File: src/rtl/amp_ofs_est.sv
module amp_ofs_est #(
  parameter int W   = 8,
  parameter int SHW = 4
) (
  input  logic           clk,
  input  logic           rst_n,
  input  logic           smp_valid,
  input  logic [W-1:0]   data_smp,
  input  logic [W-1:0]   phase_smp,
  input  logic           edge_seen,
  input  logic [SHW-1:0] amp_shift,
  input  logic [SHW-1:0] ofs_shift,
  output logic [W-1:0]   amp_level,
  output logic [W-1:0]   ofs_level
);
  localparam int FRAC = (1 << SHW) - 1;
  localparam int AW   = W + FRAC;
  localparam int DW   = AW + 2;
  localparam logic signed [DW-1:0] AMP_MAX = DW'(1) << (W - 1 + FRAC);
  localparam logic signed [DW-1:0] OFS_MAX = (DW'(1) << (AW - 1)) - DW'(1);
  localparam logic signed [DW-1:0] OFS_MIN = -(DW'(1) << (AW - 1));

  logic [W-1:0]         d_s, d_abs;
  logic [AW-1:0]        amp_acc;
  logic signed [AW-1:0] ofs_acc;
  logic signed [DW-1:0] amp_diff, amp_sum, ofs_diff, ofs_sum;
  logic [AW-1:0]        amp_nxt;
  logic signed [AW-1:0] ofs_nxt;

  assign d_s   = {~data_smp[W-1], data_smp[W-2:0]};
  assign d_abs = d_s[W-1] ? (~d_s + 1'b1) : d_s;

  assign amp_diff = $signed({2'b00, d_abs, {FRAC{1'b0}}}) - $signed({2'b00, amp_acc});
  assign amp_sum  = $signed({2'b00, amp_acc}) + (amp_diff >>> amp_shift);

  assign ofs_diff = $signed({{2{~phase_smp[W-1]}}, ~phase_smp[W-1], phase_smp[W-2:0], {FRAC{1'b0}}})
                  - $signed({{2{ofs_acc[AW-1]}}, ofs_acc});
  assign ofs_sum  = $signed({{2{ofs_acc[AW-1]}}, ofs_acc}) + (ofs_diff >>> ofs_shift);

  always_comb begin
    if (amp_sum < 0)             amp_nxt = '0;
    else if (amp_sum > AMP_MAX)  amp_nxt = AMP_MAX[AW-1:0];
    else                         amp_nxt = amp_sum[AW-1:0];
    if (ofs_sum < OFS_MIN)       ofs_nxt = OFS_MIN[AW-1:0];
    else if (ofs_sum > OFS_MAX)  ofs_nxt = OFS_MAX[AW-1:0];
    else                         ofs_nxt = ofs_sum[AW-1:0];
  end

  always_ff @(posedge clk) begin
    if (!rst_n) begin
      amp_acc <= '0;
      ofs_acc <= '0;
    end else if (smp_valid) begin
      amp_acc <= amp_nxt;
      if (edge_seen) ofs_acc <= ofs_nxt;
    end
  end

  assign amp_level = amp_acc[AW-1:FRAC];
  assign ofs_level = {~ofs_acc[AW-1], ofs_acc[AW-2:FRAC]};
endmodule

File: config.mk
export PLATFORM = sky130hd
export DESIGN_NAME = amp_ofs_est
export DESIGN_NICKNAME = d
export VERILOG_FILES = /design/src/rtl/amp_ofs_est.sv
export SDC_FILE = /design/constraint.sdc
export NUM_CORES = 1
export LEC_CHECK = 0
export BUFFER_PORTS_ARGS = -buffer_cell sky130_fd_sc_hd__buf_2
export CORE_UTILIZATION = 65
export DETAILED_ROUTE_END_ITERATION = 16
export HOLD_SLACK_MARGIN = 0.12
export PLACE_DENSITY_LB_ADDON = 0.15
export SLEW_MARGIN = 20
export SYNTH_ARGS = -nofsm -noshare
export SYNTH_HDL_FRONTEND = slang
export SYNTH_SLANG_ARGS = --single-unit
File: constraint.sdc
create_clock -name clk -period 11.85 [get_ports clk]
set_clock_uncertainty 0.05 [all_clocks]
set_input_delay 1.185 -clock clk [delete_from_list [all_inputs] [get_ports clk]]
set_output_delay 1.185 -clock clk [all_outputs]
set_load 0.03 [all_outputs]
==> flow_metrics.tcl, run 1 <==
set metrics [dict create \
    grt_pass1_wl_mm 38.9 \
    antenna_found_initial 0 \
    drive_above_1_share 0.126 \
    maxSlewViolCount 0 \
    regArea_um2 921 \
    grt.total_usage 0.333 \
    start_util 0.676 \
    clk_root_buffer_cell "clkbuf_16" \
    die_h_um 118 \
    max_freq_ghz 0.140 \
    hold_viol_final 0 \
    synth_seq_cells 46 \
    totalPowerFinal_uw 2060 \
    rsz0062_at_grt "no" \
    ys_async_sr_fraction 0 \
    insertion_delay_ns 0.30 \
    ant_nets 0 \
    grt_overflow 0 \
    tightest_slew_ns 0.991 \
    multi_input_area_um2 7150 \
    fin_cells 1318 \
    syn_to_final_growth_pct 2.55 \
    cp-end-kind "flip-flop" \
    ys_types 88 \
    n_antenna_cell 0 \
    yosys_warnings 0 \
    cts_htree_levels 2 \
    grt_max_degree 70 \
    leakage_uw 0.00383 \
    period_needed_ns 7.15 \
    max-cap-violations 0 \
    grt_pass1_vias 8139 \
    clock_path_buffers 2 \
    cts_tree "yes" \
    timing.setup.tns_ns 0 \
    p_per_area_nw_per_um2 232 \
    dr.pass1.iters 6 \
    first_iter_violations 780 \
    netlist_area_um2 8670 \
    seq_area_frac_synth 0.106 \
    syn_nets 1280 \
    drc_errors 0 \
    dp_hpwl_mm 17.7 \
    status "finished clean" \
    setup_viol 0 \
    crit_type "reg -> reg" \
    worstPathArrival_ns 7.34 \
    row_count 41 \
    cts_buffers 5 \
    num-fill-cells 1147 \
    dieArea_um2 13800 \
    clk_pin_slew_ns 0.07 \
    syn-mean-instance-area_um2 7.33 \
    wl_per_cell_um 17.6 \
    cts-hold-fix-buffers 0 \
    synth_edf_count 0 \
    vias_per_cell 6.73 \
    ff2ff_setup_slack_ns 4.70 \
    final_core_util 0.694 \
    die_x_um 118 \
    clock-sinks 46 \
    netlist_instances 1184 \
    postRouteWirelength_mm 23.2 \
    period_share 0.603 \
    cp.required_ns 12.04 \
    portBuffers 43 \
    ios 44 \
    cts.repair.resized 0 \
    slew_headroom 0.330 \
    core_area_um2 12800 \
    critical_path.max_fanout 14 \
    ys_dominant_reg_cell "dfxtp_1" \
    nNetsFinal 1241 \
    place.gp.congestion 0.970 \
    dp_cells 1310 \
    vias 8875 \
    post_cts_buffers 0 \
    hp-class "reg -> reg" \
    hold_ws_ns 0.507 \
    setup.worst_path.start_class "flip-flop" \
    vdd_drop_max_uv 145 \
]
-- cell usage in the layout (no fill, tap or decap), drive strengths merged, types with 6 or more instances in the layout --
cell,Yosys,layout
a21oi,122,122
nor2,105,105
nand2,92,92
ha,66,66
o21ai,63,63
mux2i,52,52
inv,50,51
buf,28,48
dfxtp,46,46
nor3,34,34
xnor2,32,32
a211oi,29,29
nand2b,29,29
xor2,27,27
a21o,26,26
o221a,24,24
and2,22,22
a31oi,20,20
o41ai,16,16
o21a,13,13
o22ai,13,13
nand3,12,12
mux4,12,12
o211ai,12,12
nor4,11,11
mux2,11,11
or2,11,11
o21bai,10,10
o31ai,10,10
nor2b,9,9
and3,8,8
a211o,8,8
a221oi,7,7
o31a,7,7
or3,6,6
a22o,6,6
-- power by group --
group	internal (µW)	switching, µW	total [µW]
clock network	100	68.9	169
registers	186	64.7	250
logic	668	977	1650
-- per-stage QoR --
stage               setup slack, ns  instance area, µm²
floorplan                      5.29                8670
global placement               4.41                8710
detailed placement             4.29                8710
CTS                            4.60                8880
global route                   4.08                8890
finish                         4.70                8890
-- worst max-delay path: stages (launching register included) --
cell and delay, ns:
dfxtp_1 0.36, inv_1 0.13, ha_1 0.24, nor4b_1 0.82, nand3_1 0.43, o21ai_0 0.29
a21oi_1 0.13, o21bai_1 0.21, a21oi_1 0.20, xnor2_1 0.42, o211ai_1 0.13, o311ai_0 0.47
ha_1 0.37, a21o_1 0.20, a2111oi_0 0.38, nand3_1 0.24, a31oi_1 0.43, o21ai_0 0.15
nand3_1 0.11, xnor2_1 0.09, o31ai_2 0.68, buf_4 0.34, o221a_2 0.21
-- synthesized netlist by cell type, drive strengths merged (8+ instances only) --
library cell	count	area, µm²
a211o	8	80.1
a211oi	29	218
a21o	26	195
a21oi	122	618
a31oi	20	125
and2	22	138
and3	8	50.1
buf	28	191
clkbuf	66	248
dfxtp	46	921
ha	66	826
inv	50	188
mux2	11	124
mux2i	52	521
mux4	12	270
nand2	92	345
nand2b	29	184
nand3	12	60.1
nor2	105	397
nor2b	9	56.3
nor3	34	175
nor4	11	68.8
o211ai	12	90.1
o21a	13	97.6
o21ai	63	319
o21bai	10	75.1
o221a	24	270
o22ai	13	81.3
o31ai	10	88.8
o41ai	16	208
or2	11	68.8
xnor2	32	280
xor2	27	236
-- area by class of cell --
class | instances | share of cell area
Tap cell | 172 | 0.0242
Clock inverter | 3 | 0.00492
Clock buffer | 5 | 0.0141
Multi-Input combinational cell | 993 | 0.803
Inverter | 51 | 0.0215
Timing Repair Buffer | 48 | 0.0284
Sequential cell | 46 | 0.104
-- final timing paths --
kind	cells past startpoint	startpoint	endpoint
min	1	amp_acc[21]	amp_acc[21]
max reg2reg	22	ofs_acc[1]	ofs_acc[2]
max	22	ofs_acc[1]	ofs_acc[2]
min reg2reg	1	amp_acc[21]	amp_acc[21]
-- flip-flops by register name, indices dropped and copies added (netlist names) --
name,flops
ofs_acc,23
amp_acc,23
-- metal layers --
metal	vias up	part of all wire	routed length, µm	GRT usage
li1	4372	-	-	-
met1	4173	0.43	9910	0.421
met2	280	0.50	11600	0.600
met3	50	0.046	1080	0.0233
met4	0	0.026	610	0.107
met5	-	0	0	0
-- cell families (layout without fill, tap and decap cells) --
group	Yosys count	after routing	share of synthesized area
AO/OA/AOI/OAI	429	429	0.350
XOR/XNOR	59	59	0.0596
adder cells (fa/ha/maj)	68	68	0.0998
buffers and inverters	145	107	0.0727
flip-flops	46	46	0.106
multiplexers	75	75	0.105
AND/OR/NAND/NOR	362	362	0.206
(Power assumes the default switching activity.)
==> run 2: changes to the inputs <==
- ABC_AREA: default -> 1
- CORE_UTILIZATION: 65 -> 58
- clock period: 11.85 -> 5.8 ns (I/O delays scaled with it)
==> flow_metrics.tcl, run 2 <==
set metrics [dict create \
    status "finished clean" \
    period_share 0.910 \
    wl_met3_mm 3.20 \
    clk_root_buffer_cell "clkbuf_16" \
    cp.required_ns 5.96 \
    row_count 45 \
    cts.repair.resized 0 \
    cp-end-kind "flip-flop" \
    dr.pass1.iters 6 \
    crit_type "in -> reg" \
    timing.setup.tns_ns 0 \
    synth_top_area_cell "nand2_1" \
    drc_errors 0 \
    fin_area_um2 9280 \
    maxUsedRoutingLayer "met4" \
    max_freq_ghz 0.190 \
    max-cap-violations 0 \
    dp_hpwl_mm 23.9 \
    critical-path-slowest-cell "ha_1" \
    grt_pass1_vias 9253 \
    hp-class "reg -> reg" \
    setup.worst_path.start_class "input pin" \
    cts_htree_levels 2 \
    ff2ff_setup_slack_ns 0.66 \
    first_iter_violations 1157 \
    yosys_warnings 0 \
    min_from "ofs_acc[1]" \
    rsz0062_at_grt "no" \
    holdPathStages 2 \
    antenna_found_initial 1 \
    cts-hold-fix-buffers 0 \
    portBuffers 43 \
    grt_max_degree 46 \
    grt_overflow 0 \
    clk_pin_slew_ns 0.06 \
    synth_edf_count 0 \
    crit_top_cell "nand2_1" \
    postRouteWirelength_mm 28.9 \
    reg_top3 "amp_acc (23), ofs_acc (23)" \
    ios 44 \
    path_buf_inv 6 \
    r2r_end "ofs_acc[6]" \
    met2_length_mm 10.9 \
    cts_tree "yes" \
    path_depth 35 \
    ys_async_sr_fraction 0 \
    synth.area.top_cells "nand2_1 (27%), dfxtp_1 (10%), nand3_1 (10%)" \
    cts_buffers 5 \
    final_cell_mix "nand2_1 (649), inv_1 (209), nand3_1 (180), nor2_1 (125), a21oi_1 (116)" \
    clock-sinks 46 \
    synth_top_area_frac 0.272 \
    syn_to_final_growth_pct 3.75 \
    slew_headroom 0.449 \
    drive_above_1_share 0.0472 \
    insertion_delay_ns 0.29 \
    netlist_instances 1702 \
    setup_viol 0 \
    start_util 0.590 \
    post_cts_buffers 0 \
    layout_commonest_cell "nand2_1" \
    fin_ws_ns 0.523 \
    syn_nets 1798 \
    vias 10600 \
    tightest_slew_ns 0.825 \
    core_area_um2 15100 \
    slowest_delay_ns 0.43 \
    wl_per_cell_um 15.4 \
    reg2reg_from "ofs_acc[6]" \
    place.gp.congestion 1.01 \
    period_needed_ns 5.28 \
    wl_met1_mm 14.5 \
    seq_area_frac_synth 0.103 \
    syn-mean-instance-area_um2 5.25 \
    dpl_cell_area_um2 9110 \
    synth_seq_cells 46 \
    worstPathArrival_ns 5.44 \
    dpl_worst_slack_ns 0.328 \
    vias_per_cell 5.65 \
    ys_types 44 \
    critPathTopFamily "simple AND/OR/NAND/NOR gates" \
    ant_nets 0 \
    min_to "ofs_acc[1]" \
    yosysMostFrequentCell "nand2_1" \
    grt.total_usage 0.362 \
    worstRegToRegCells 26 \
    die_x_um 126 \
    dieArea_um2 15900 \
    die_h_um 126 \
    ys_dominant_reg_cell "dfxtp_1" \
    synth_common_cells "nand2_1 (649), inv_1 (209), nand3_1 (180)" \
    num-fill-cells 1631 \
    clock_path_buffers 2 \
    netlist_area_um2 8940 \
    grt_pass1_wl_mm 46.4 \
    nNetsFinal 1789 \
    critical_path.max_fanout 22 \
    final_core_util 0.612 \
    hold_viol_final 0 \
    maxSlewViolCount 0 \
]
run 2: layout make-up:
| class | instances | area, µm² | area share |
|---|---|---|---|
| Antenna cell | 1 | 2.50 | 0.000270 |
| Clock buffer | 6 | 129 | 0.0139 |
| Clock inverter | 2 | 37.5 | 0.00405 |
| Inverter | 214 | 803 | 0.0866 |
| Multi-Input combinational cell | 1377 | 6890 | 0.742 |
| Sequential cell | 46 | 921 | 0.0993 |
| Tap cell | 188 | 235 | 0.0254 |
| Timing Repair Buffer | 49 | 260 | 0.0281 |
run 2: kinds of logic (layout without fill, tap and decap cells):
| family | after synthesis | count (layout) | synth area share |
|---|---|---|---|
| compound gates | 216 | 216 | 0.130 |
| buf+inv | 279 | 271 | 0.127 |
| fa+ha+maj | 68 | 68 | 0.0969 |
| xor+xnor | 60 | 60 | 0.0588 |
| mux | 7 | 7 | 0.00784 |
| other cells | 0 | 1 | 0 |
| flops | 46 | 46 | 0.103 |
| simple gates | 1026 | 1026 | 0.477 |
run 2: metal layers:
| metal | global-route usage | vias to the layer above |
|---|---|---|
| met5 | 0 | - |
| met4 | 0.0595 | 0 |
| met3 | 0.0620 | 17 |
| met2 | 0.487 | 456 |
| met1 | 0.588 | 4755 |
| li1 | - | 5419 |
run 2: worst max-delay path by stage:
stage | slack [ns] | from | to
global placement | 0.37 | data_smp[1] | amp_acc[15]
finish | 0.52 | data_smp[1] | amp_acc[5]
floorplan | 1.34 | data_smp[1] | amp_acc[17]
CTS | 0.58 | data_smp[1] | amp_acc[11]
detailed placement | 0.33 | data_smp[1] | amp_acc[21]
global route | 0.04 | data_smp[1] | amp_acc[1]
run 2: worst min-delay path: cells and delay by family (launching register included):
kind               cells  cell delay (ns)
AOI/OAI and AO/OA      1             0.05
DFF                    1             0.32
and+or+nand+nor        1             0.06
run 2: stage by stage:
step	instances	hold slack, ns
6_report	1883	0.437
5_1_grt	1883	0.469
4_1_cts	1882	0.439
3_5_place_dp	1874	0.429
3_3_place_gp	1874	0.430
2_1_floorplan	1702	0.413
Power of run 2 is not shown: default switching activity piles up to over one toggle a cycle in this logic, so the estimate is an artifact.
==> run 3: changes to the inputs <==
- CORE_UTILIZATION: 58 -> 42
==> flow_metrics.tcl, run 3 (synthesis gave the netlist of run 2 again) <==
set metrics [dict create \
    start_util 0.427 \
    ant_nets 0 \
    core_area_um2 21000 \
    crit_top_cell "nand2_1" \
    critical-path-slowest-cell "ha_1" \
    cp-end-kind "flip-flop" \
    insertion_delay_ns 0.30 \
    maxSlewViolCount 0 \
    drive_above_1_share 0.0495 \
    setup_viol 0 \
    grt.total_usage 0.275 \
    grt_pass1_wl_mm 48.1 \
    slowest_delay_ns 0.38 \
    drc_errors 0 \
    status "finished clean" \
    layout_commonest_cell "nand2_1" \
    cp.required_ns 5.97 \
    clock_path_buffers 2 \
    hold_viol_final 0 \
    timing.setup.tns_ns 0 \
    cts_buffers 5 \
    crit_type "in -> reg" \
    ios 44 \
    hold_ws_ns 0.446 \
    cts_htree_levels 2 \
    setup.worst_path.start_class "input pin" \
    period_needed_ns 5.32 \
    dieArea_um2 21900 \
    dr.pass1.iters 5 \
    post_cts_buffers 0 \
    syn_to_final_growth_pct 5.21 \
    cts_tree "yes" \
    grt_overflow 0 \
    slew_headroom 0.398 \
    portBuffers 43 \
    worstPathArrival_ns 5.48 \
    antenna_found_initial 0 \
    tightest_slew_ns 0.901 \
    nNetsFinal 1793 \
    clk_root_buffer_cell "clkbuf_16" \
    num-fill-cells 2445 \
    grt_max_degree 46 \
    first_iter_violations 603 \
    max_freq_ghz 0.188 \
    vias_per_cell 5.27 \
    dp_hpwl_mm 25.0 \
    period_share 0.917 \
    final_cell_mix "nand2_1 (649), inv_1 (209), nand3_1 (180), nor2_1 (125), a21oi_1 (116)" \
    wl_per_cell_um 15.1 \
    cts-hold-fix-buffers 0 \
    n_antenna_cell 0 \
    place.gp.congestion 0.935 \
    clock-sinks 46 \
    reg_top3 "amp_acc (23), ofs_acc (23)" \
    cts.repair.resized 0 \
    max-cap-violations 0 \
    die_h_um 148 \
    postRouteWirelength_mm 29.9 \
    grt_pass1_vias 9820 \
    rsz0062_at_grt "no" \
    vias 10400 \
    die_x_um 148 \
    row_count 53 \
    clk_pin_slew_ns 0.07 \
    critical_path.max_fanout 22 \
    hp-class "reg -> reg" \
]
## run 3: worst paths after layout
path | from | to | slack [ns] | cells after the start
min reg2reg | ofs_acc[0] | ofs_acc[0] | 0.45 | 2
max reg2reg | ofs_acc[1] | ofs_acc[6] | 0.81 | 30
max | data_smp[1] | amp_acc[8] | 0.48 | 35
min | ofs_acc[0] | ofs_acc[0] | 0.45 | 2
## run 3: cell type report
class,instances,area [µm²],share of cell area
clock inverters,1,5.00,0.000532
inverters,214,803,0.0854
repair buffers,53,303,0.0322
multi-input cells,1377,6890,0.732
clock buffers,7,143,0.0152
well taps,275,344,0.0366
flip-flops and latches,46,921,0.0979
## run 3: critical path: cells and delay by family
family	cells	cell delay [ns]
xor gates and xnor gates	2	0.27
adders and majority gates	3	0.89
and+or+nand+nor	19	2.03
AOI/OAI and AO/OA	5	1.17
buffers and inverters	6	0.52
## run 3: metrics by stage
| step | worst slack [ns] | cells | instance area [µm²] | util |
|---|---|---|---|---|
| 2_1_floorplan | 1.34 | 1702 | 8940 | - |
| 3_3_place_gp | 0.198 | 1965 | 9260 | 0.442 |
| 3_5_place_dp | 0.230 | 1965 | 9260 | 0.442 |
| 4_1_cts | 0.511 | 1973 | 9410 | 0.449 |
| 5_1_grt | 0.0265 | 1973 | 9410 | 0.449 |
| 6_report | 0.482 | 1973 | 9410 | 0.449 |
## run 3: routing by layer
metal  routed length (µm)  share of wire  GRT usage
met1                13100           0.44      0.329
met2                14900           0.50      0.510
met3                  789          0.026     0.0176
met4                 1020          0.034      0.105
met5                    0              0          0
Power of run 3 is left out for the same reason.
